`config.mk`:
```
export PLATFORM = sky130hd
export DESIGN_NAME = flash_cmd_fsm
export DESIGN_NICKNAME = d
export VERILOG_FILES = /design/src/rtl/flash_pkg.sv /design/src/rtl/flash_status.sv /design/src/rtl/flash_engine.sv /design/src/rtl/flash_store.sv /design/src/rtl/flash_cmd_fsm.sv
export SDC_FILE = /design/constraint.sdc
export NUM_CORES = 1
export LEC_CHECK = 0
export ABC_AREA = 1
export BUFFER_PORTS_ARGS = -buffer_cell sky130_fd_sc_hd__clkbuf_2
export CAP_MARGIN = 20
export CORE_ASPECT_RATIO = 0.5
export CORE_MARGIN = 2
export CORE_UTILIZATION = 45
export DETAILED_ROUTE_END_ITERATION = 12
export GPL_TIMING_DRIVEN = 0
export SLEW_MARGIN = 5
export SYNTH_ARGS = -nofsm -noshare
export SYNTH_HDL_FRONTEND = slang
export SYNTH_SLANG_ARGS = --single-unit
```
`constraint.sdc`:
```
create_clock -name clk -period 7.31 [get_ports clk]
set_clock_uncertainty 0.15 [all_clocks]
set_input_delay 1.0965 -clock clk [delete_from_list [all_inputs] [get_ports clk]]
set_output_delay 1.0965 -clock clk [all_outputs]
set_load 0.02 [all_outputs]
```
`src/rtl/flash_pkg.sv`:
```
package flash_pkg;
  typedef enum logic [1:0] {ENG_IDLE, ENG_PROG, ENG_ERASE, ENG_SUSP} eng_state_t;
  typedef enum logic [1:0] {CMD_IDLE, CMD_PGM_SETUP, CMD_ERS_SETUP} cmd_state_t;

  localparam logic [7:0] OPC_ERS_SETUP = 8'h20;
  localparam logic [7:0] OPC_CONFIRM   = 8'hD0;
  localparam logic [7:0] OPC_PGM_A     = 8'h40;
  localparam logic [7:0] OPC_PGM_B     = 8'h10;
  localparam logic [7:0] OPC_RD_ARRAY  = 8'hFF;
  localparam logic [7:0] OPC_RD_STAT   = 8'h70;
  localparam logic [7:0] OPC_CLR_STAT  = 8'h50;
  localparam logic [7:0] OPC_SUSPEND   = 8'hB0;

  // sticky error vector index: {erase, program, voltage}
  localparam int ERR_VPP = 0;
  localparam int ERR_PGM = 1;
  localparam int ERR_ERS = 2;
endpackage

```
`src/rtl/flash_status.sv`:
```
module flash_status (
  input  logic       clk,
  input  logic       rst,
  input  logic       set_vpp,
  input  logic       set_pgm,
  input  logic       set_ers,
  input  logic       clr,
  output logic [2:0] err
);
  import flash_pkg::*;

  always_ff @(posedge clk) begin
    if (rst) begin
      err <= '0;
    end else if (clr) begin
      err <= '0;
    end else begin
      err[ERR_VPP] <= err[ERR_VPP] | set_vpp;
      err[ERR_PGM] <= err[ERR_PGM] | set_pgm;
      err[ERR_ERS] <= err[ERR_ERS] | set_ers;
    end
  end
endmodule

```
`src/rtl/flash_engine.sv`:
```
module flash_engine #(
  parameter int BLK_BITS   = 2,
  parameter int WORD_BITS  = 4,
  parameter int DATA_W     = 8,
  parameter int PROG_CYC   = 4,
  parameter int ERASE_WAIT = 6,
  parameter int SUSP_LAT   = 4
) (
  input  logic                          clk,
  input  logic                          rst,
  input  logic                          start_prog,
  input  logic                          start_erase,
  input  logic [BLK_BITS+WORD_BITS-1:0] addr,
  input  logic [DATA_W-1:0]             data,
  input  logic                          susp_req,
  input  logic                          resume_req,
  output logic                          running,
  output logic                          erasing,
  output logic                          suspended,
  output logic                          susp_pend,
  output logic [BLK_BITS-1:0]           erase_blk,
  output logic                          mem_we,
  output logic [BLK_BITS+WORD_BITS-1:0] mem_addr,
  output logic [DATA_W-1:0]             mem_wdata
);
  import flash_pkg::*;

  localparam int AW   = BLK_BITS + WORD_BITS;
  localparam int MAX1 = (PROG_CYC > ERASE_WAIT) ? PROG_CYC : ERASE_WAIT;
  localparam int MAXC = (MAX1 > SUSP_LAT) ? MAX1 : SUSP_LAT;
  localparam int CW   = $clog2(MAXC + 1);

  eng_state_t           st;
  logic [CW-1:0]        cnt;
  logic [CW-1:0]        scnt;
  logic [WORD_BITS-1:0] idx;
  logic [AW-1:0]        paddr;
  logic [DATA_W-1:0]    pdata;

  always_ff @(posedge clk) begin
    if (rst) begin
      st        <= ENG_IDLE;
      cnt       <= '0;
      scnt      <= '0;
      idx       <= '0;
      paddr     <= '0;
      pdata     <= '0;
      erase_blk <= '0;
      susp_pend <= 1'b0;
    end else begin
      case (st)
        ENG_IDLE: begin
          if (start_prog) begin
            st    <= ENG_PROG;
            cnt   <= CW'(PROG_CYC - 1);
            paddr <= addr;
            pdata <= data;
          end else if (start_erase) begin
            st        <= ENG_ERASE;
            cnt       <= CW'(ERASE_WAIT - 1);
            idx       <= '0;
            erase_blk <= addr[AW-1:WORD_BITS];
            susp_pend <= 1'b0;
          end
        end
        ENG_PROG: begin
          if (cnt == '0) st <= ENG_IDLE;
          else           cnt <= cnt - 1'b1;
        end
        ENG_ERASE: begin
          if (susp_req && !susp_pend) begin
            susp_pend <= 1'b1;
            scnt      <= CW'(SUSP_LAT - 1);
          end else if (susp_pend && resume_req) begin
            susp_pend <= 1'b0;
          end else if (susp_pend) begin
            if (scnt == '0) begin
              st        <= ENG_SUSP;
              susp_pend <= 1'b0;
            end else begin
              scnt <= scnt - 1'b1;
            end
          end
          if (cnt != '0) begin
            cnt <= cnt - 1'b1;
          end else begin
            idx <= idx + 1'b1;
            if (idx == {WORD_BITS{1'b1}}) begin
              st        <= ENG_IDLE;
              susp_pend <= 1'b0;
            end
          end
        end
        ENG_SUSP: begin
          if (resume_req) st <= ENG_ERASE;
        end
        default: st <= ENG_IDLE;
      endcase
    end
  end

  assign running   = (st == ENG_PROG) || (st == ENG_ERASE);
  assign erasing   = (st == ENG_ERASE);
  assign suspended = (st == ENG_SUSP);
  assign mem_we    = running && (cnt == '0);
  assign mem_addr  = (st == ENG_PROG) ? paddr : {erase_blk, idx};
  assign mem_wdata = (st == ENG_PROG) ? pdata : {DATA_W{1'b1}};
endmodule

```
`src/rtl/flash_store.sv`:
```
module flash_store #(
  parameter int AW     = 6,
  parameter int DATA_W = 8
) (
  input  logic              clk,
  input  logic              rst,
  input  logic              we,
  input  logic [AW-1:0]     waddr,
  input  logic [DATA_W-1:0] wdata,
  input  logic              re,
  input  logic [AW-1:0]     raddr,
  input  logic              use_status,
  input  logic [DATA_W-1:0] status,
  output logic [DATA_W-1:0] rd_data,
  output logic              rd_valid
);
  localparam int DEPTH = 1 << AW;

  logic [DATA_W-1:0] mem [DEPTH];
  logic [DATA_W-1:0] arr_q;
  logic [DATA_W-1:0] stat_q;
  logic              sel_q;

  always_ff @(posedge clk) begin
    if (we) mem[waddr] <= wdata;
  end

  always_ff @(posedge clk) begin
    if (re) begin
      arr_q  <= mem[raddr];
      stat_q <= status;
      sel_q  <= use_status;
    end
  end

  always_ff @(posedge clk) begin
    if (rst) rd_valid <= 1'b0;
    else     rd_valid <= re;
  end

  assign rd_data = sel_q ? stat_q : arr_q;
endmodule

```
`src/rtl/flash_cmd_fsm.sv`:
```
module flash_cmd_fsm #(
  parameter int BLK_BITS   = 2,
  parameter int WORD_BITS  = 4,
  parameter int DATA_W     = 8,
  parameter int BOOT_BLK   = 0,
  parameter int PROG_CYC   = 4,
  parameter int ERASE_WAIT = 6,
  parameter int SUSP_LAT   = 4
) (
  input  logic                          clk,
  input  logic                          rst,
  input  logic                          wr_en,
  input  logic [BLK_BITS+WORD_BITS-1:0] wr_addr,
  input  logic [DATA_W-1:0]             wr_data,
  input  logic                          rd_en,
  input  logic [BLK_BITS+WORD_BITS-1:0] rd_addr,
  input  logic                          vpp_ok,
  input  logic                          boot_unlock,
  output logic [DATA_W-1:0]             rd_data,
  output logic                          rd_valid
);
  import flash_pkg::*;

  localparam int AW = BLK_BITS + WORD_BITS;
  localparam logic [BLK_BITS-1:0] BOOT_ID = BLK_BITS'(BOOT_BLK);

  cmd_state_t cst, cst_n;
  logic       stat_mode, mode_n;

  logic start_prog, start_erase, susp_req, resume_req;
  logic set_vpp, set_pgm, set_ers, clr_err;
  logic running, erasing, suspended, susp_pend;
  logic [BLK_BITS-1:0] erase_blk;
  logic                mem_we;
  logic [AW-1:0]       mem_addr;
  logic [DATA_W-1:0]   mem_wdata;
  logic [2:0]          err;
  logic [DATA_W-1:0]   stat_word;
  logic                use_status;
  logic [7:0]          cmd;
  logic                wr_boot;

  assign cmd     = wr_data[7:0];
  assign wr_boot = (wr_addr[AW-1:WORD_BITS] == BOOT_ID);

  always_comb begin
    cst_n       = cst;
    mode_n      = stat_mode;
    start_prog  = 1'b0;
    start_erase = 1'b0;
    susp_req    = 1'b0;
    resume_req  = 1'b0;
    set_vpp     = 1'b0;
    set_pgm     = 1'b0;
    set_ers     = 1'b0;
    clr_err     = 1'b0;
    if (wr_en) begin
      if (running) begin
        if (erasing && !susp_pend && cmd == OPC_SUSPEND) susp_req = 1'b1;
        if (erasing && susp_pend && cmd == OPC_CONFIRM)  resume_req = 1'b1;
      end else if (suspended) begin
        case (cmd)
          OPC_RD_ARRAY: mode_n = 1'b0;
          OPC_RD_STAT:  mode_n = 1'b1;
          OPC_CONFIRM: begin
            resume_req = 1'b1;
            mode_n     = 1'b1;
          end
          default: ;
        endcase
      end else begin
        case (cst)
          CMD_ERS_SETUP: begin
            cst_n  = CMD_IDLE;
            mode_n = 1'b1;
            if (cmd != OPC_CONFIRM) begin
              set_pgm = 1'b1;
              set_ers = 1'b1;
            end else if (err[ERR_VPP]) begin
              set_ers = 1'b1;
            end else if (!vpp_ok) begin
              set_vpp = 1'b1;
              set_ers = 1'b1;
            end else if (wr_boot && !boot_unlock) begin
              set_ers = 1'b1;
            end else begin
              start_erase = 1'b1;
            end
          end
          CMD_PGM_SETUP: begin
            cst_n  = CMD_IDLE;
            mode_n = 1'b1;
            if (err[ERR_VPP]) begin
              set_pgm = 1'b1;
            end else if (!vpp_ok) begin
              set_vpp = 1'b1;
              set_pgm = 1'b1;
            end else if (wr_boot && !boot_unlock) begin
              set_pgm = 1'b1;
            end else begin
              start_prog = 1'b1;
            end
          end
          default: begin
            case (cmd)
              OPC_ERS_SETUP:        begin cst_n = CMD_ERS_SETUP; mode_n = 1'b1; end
              OPC_PGM_A, OPC_PGM_B: begin cst_n = CMD_PGM_SETUP; mode_n = 1'b1; end
              OPC_RD_STAT:          mode_n = 1'b1;
              OPC_RD_ARRAY:         mode_n = 1'b0;
              OPC_CLR_STAT:         clr_err = 1'b1;
              default: ;
            endcase
          end
        endcase
      end
    end
  end

  always_ff @(posedge clk) begin
    if (rst) begin
      cst       <= CMD_IDLE;
      stat_mode <= 1'b0;
    end else begin
      cst       <= cst_n;
      stat_mode <= mode_n;
    end
  end

  assign stat_word  = DATA_W'({!running, suspended, err[ERR_ERS], err[ERR_PGM], err[ERR_VPP], 3'b000});
  assign use_status = stat_mode || running ||
                      (suspended && rd_addr[AW-1:WORD_BITS] == erase_blk);

  flash_status u_status (
    .clk(clk), .rst(rst),
    .set_vpp(set_vpp), .set_pgm(set_pgm), .set_ers(set_ers), .clr(clr_err),
    .err(err)
  );

  flash_engine #(
    .BLK_BITS(BLK_BITS), .WORD_BITS(WORD_BITS), .DATA_W(DATA_W),
    .PROG_CYC(PROG_CYC), .ERASE_WAIT(ERASE_WAIT), .SUSP_LAT(SUSP_LAT)
  ) u_engine (
    .clk(clk), .rst(rst),
    .start_prog(start_prog), .start_erase(start_erase),
    .addr(wr_addr), .data(wr_data),
    .susp_req(susp_req), .resume_req(resume_req),
    .running(running), .erasing(erasing), .suspended(suspended),
    .susp_pend(susp_pend), .erase_blk(erase_blk),
    .mem_we(mem_we), .mem_addr(mem_addr), .mem_wdata(mem_wdata)
  );

  flash_store #(.AW(AW), .DATA_W(DATA_W)) u_store (
    .clk(clk), .rst(rst),
    .we(mem_we), .waddr(mem_addr), .wdata(mem_wdata),
    .re(rd_en), .raddr(rd_addr),
    .use_status(use_status), .status(stat_word),
    .rd_data(rd_data), .rd_valid(rd_valid)
  );
endmodule

```
==> metrics.md <==
| Metric | Value |
|---|---|
| Outcome | finished clean |
| Clock Tree Buf Depth | 3 |
| Count leader, synth | nand2_1 |
| Clk Latency, worst-skew pair | 0.61 ns |
| Number of remaining DRC errors | 0 |
| Drt via density | 5.54 |
| Leak | 9.57 nW |
| Antenna violations before repair | 0 |
| Final worst path period share | 53.0% |
| Hold EP | u_engine.paddr[5] |
| Dpl cells | 2,926 |
| Hold slack | 0.304 ns |
| ANT cells | 0 |
| Most used flip-flop cell after synthesis | edfxtp_1 |
| Layout cells sized above 1 | 9.52% |
| CP peak stage delay | 0.91 ns |
| DR vias | 16.7k |
| I/O Buffers | 30 |
| Hold Path Cell Cnt | 2 |
| Ys Warns | 0 |
| # resized after CTS | 0 |
| Total negative slack | 0 ns |
| Hold Vio Cnt, Final | 0 |
| Dpl hpwl | 48.7 mm |
| PnR Total Power | 7.41 mW |
| Multi-input gate area | 0.00641 mm^2 |
| Peak fanout along the critical path | 10 |
| Top cell family by delay on the critical path | simple AND/OR/NAND/NOR gates |
| Yosys top cell area share | 66.7% |
| EDFF count, synth | 526 |
| Area leader, netlist | edfxtp_1 |
| Worst hold path class | reg -> reg |
| Seq cells post-synth | 562 |
| Core footprint | 0.0520 mm^2 |
| Netlist cell types | 36 |
| Crit-path slowest cell | nor2_1 |
| Root Buffer | clkbuf_16 |
| Pre-CTS WS | 3.45 ns |
| Critical-path cell list | inv_1 > ha_1 > buf_4 > o21ai_0 > inv_1 > nor2_1 > nand3_1 > nor2_1 |
| CTS H-tree depth | 2 |
| Critical Path AT | 3.93 ns |
| TritonRoute pass-1 iters | 6 |
| Least-Margin Pin Slew | 1.13 ns |
| Fin crit period | 3.87 ns |
| DP Area | 0.0249 mm^2 |
| R2r endpoint | u_store.mem[24][3] |
| FF-to-FF path depth | 8 |
| Routability cong. | 0.942 |
| Total gr overflow | 0 |
| Setup Viol. Count Final | 0 |
| Die area | 0.0546 mm^2 |
| Mapped Area | 0.0237 mm^2 |
| First-pass GRT wire length | 104 mm |
| Slew HR | 24.1% |
| DRT antenna net count | 0 |
| Crit path buffers/inverters | 3 |
| Routed len/inst | 23.7 um |
| Die Wd | 328 um |
| Finished Layout Cells | 3,022 |
| Mean post-synth cell area | 10.8 um^2 |
| Cts hold-fix bufs | 0 |
| Reg clk slew, reported paths | 0.06 ns |
| DRT Wirelength | 71.7 mm |
| CTS sink cnt | 562 |
| Initial core utilization | 45.6% |
| All-Layer GR Usage | 26.1% |
| Num rows | 59 |
| R2R Path Start | u_engine.st[1] |
| HP Start | u_engine.paddr[5] |
| Syn Inst Count | 2,187 |
| Worst path required time | 7.37 ns |
| Post-route worst setup slack | 3.44 ns |
| Top Ports | 35 |
| Commonest cells in the netlist | 749 x nand2_1, 526 x edfxtp_1, 456 x nand3_1, 109 x nor2_1 |
| Kind of critical path | reg -> reg |
| CTS buffer count | 51 |
| Final core utilization | 51.0% |
| DRT iter0 DRCs | 1,977 |
| # fillers | 4,574 |
| RSZ-0062 raised after global routing | false |
| Syn Nets | 2,225 |
| CTS tree | yes |
| Pwr/cell area | 280 mW/mm^2 |
| Max cap viols | 0 |
| Post-layout instance area | 0.0265 mm^2 |
| Maximum clock frequency | 0.258 GHz |
| Final Max Slew Viols | 0 |
| Number of global-route vias before repair | 15.7k |
| Nets | 2,318 |
| Synth top area cells | edfxtp_1 67%, nand2_1 12%, nand3_1 9.6% |
| FFs w/ async S/R, synth | 0% |
| Seq/Total Area, Yosys | 69.8% |
| Peak VDD IR | 194 uV |
| Register area | 0.0165 mm^2 |
| Largest net degree at the start of global routing | 65 |
| CP Capture Type | flip-flop |
| Setup slack, reg-to-reg | 3.44 ns |
| Setup repair bufs after CTS | 0 |
| Synth-to-layout area growth | 11.9% |
| Crit start category | flip-flop |
| Die Height | 166 um |
[cells in the final DEF, fill, tap and decap left out, types with 6 or more instances in the layout]
cell type,netlist,final
a21oi_1,31,31
buf_1,30,30
buf_2,64,64
buf_4,4,8
clkbuf_1,22,30
clkbuf_16,0,51
clkbuf_2,0,30
clkinv_1,1,14
clkinv_2,0,9
dfxtp_1,36,36
edfxtp_1,526,526
ha_1,12,12
inv_1,64,64
inv_2,7,7
nand2_1,749,741
nand2_4,2,8
nand3_1,456,456
nand4_1,6,6
nor2_1,109,109
o21ai_0,25,25
[how the worst max path moves through the flow]
stage	from	end	depth (start not counted)
2_1_floorplan	u_engine.st[1]	u_store.mem[48][0]	8
3_3_place_gp	u_engine.st[1]	u_store.mem[61][2]	8
3_5_place_dp	u_engine.st[1]	u_store.mem[19][5]	8
4_1_cts	u_engine.st[1]	u_store.mem[19][3]	8
5_1_grt	u_engine.st[1]	u_store.mem[54][1]	7
6_report	u_engine.st[1]	u_store.mem[24][3]	8
[routing by layer]
layer	global-route usage (%)	vias up	part of all wire, %
li1	-	7732	-
met1	37.6	8068	43
met2	38.1	814	43
met3	8.25	131	12
met4	7.13	0	2.6
met5	0	-	0
[layout make-up]
class / count / area share (%)
Clock inverter: 34 / 1.06
Timing Repair Buffer: 40 / 1.03
Multi-Input combinational cell: 1433 / 24.2
Inverter: 72 / 1.02
Tap cell: 701 / 3.31
Clock buffer: 60 / 4.98
Buffer: 120 / 2.06
Sequential cell: 562 / 62.3
[flip-flops by register name, summed over array words and instances, names as in the netlist, 3 cells and up]
| register | cells |
|---|---|
| u_status.err | 3 |
| u_store.arr_q | 8 |
| u_engine.cnt | 3 |
| u_engine.scnt | 3 |
| u_engine.idx | 4 |
| u_engine.pdata | 8 |
| u_store.stat_q | 5 |
| u_store.mem | 512 |
| u_engine.paddr | 6 |
[worst min-delay path, stage by stage, from the launching register on]
cell and delay [ns]:
dfxtp_1 0.30, inv_1 0.06, a21oi_1 0.05
[cells by family (layout without fill, tap and decap cells)]
| kind of cell | Yosys count | after routing | share of synthesized area (%) |
|---|---|---|---|
| adder cells (fa/ha/maj) | 12 | 12 | 0.634 |
| multiplexers | 5 | 5 | 0.238 |
| XOR/XNOR | 5 | 5 | 0.185 |
| buffers and inverters | 192 | 326 | 3.45 |
| flip-flops | 562 | 562 | 69.8 |
| AND/OR/NAND/NOR | 1345 | 1345 | 24.3 |
| AO/OA/AOI/OAI | 66 | 66 | 1.47 |
[where the power goes]
group | total (mW) | switching, mW | internal (mW)
Clock | 2.64 | 1.21 | 1.44
Sequential | 3.78 | 0.0214 | 3.76
Combinational | 0.985 | 0.782 | 0.203
Total | 7.41 | 2.01 | 5.40
Power figures use the tool's default switching activity.
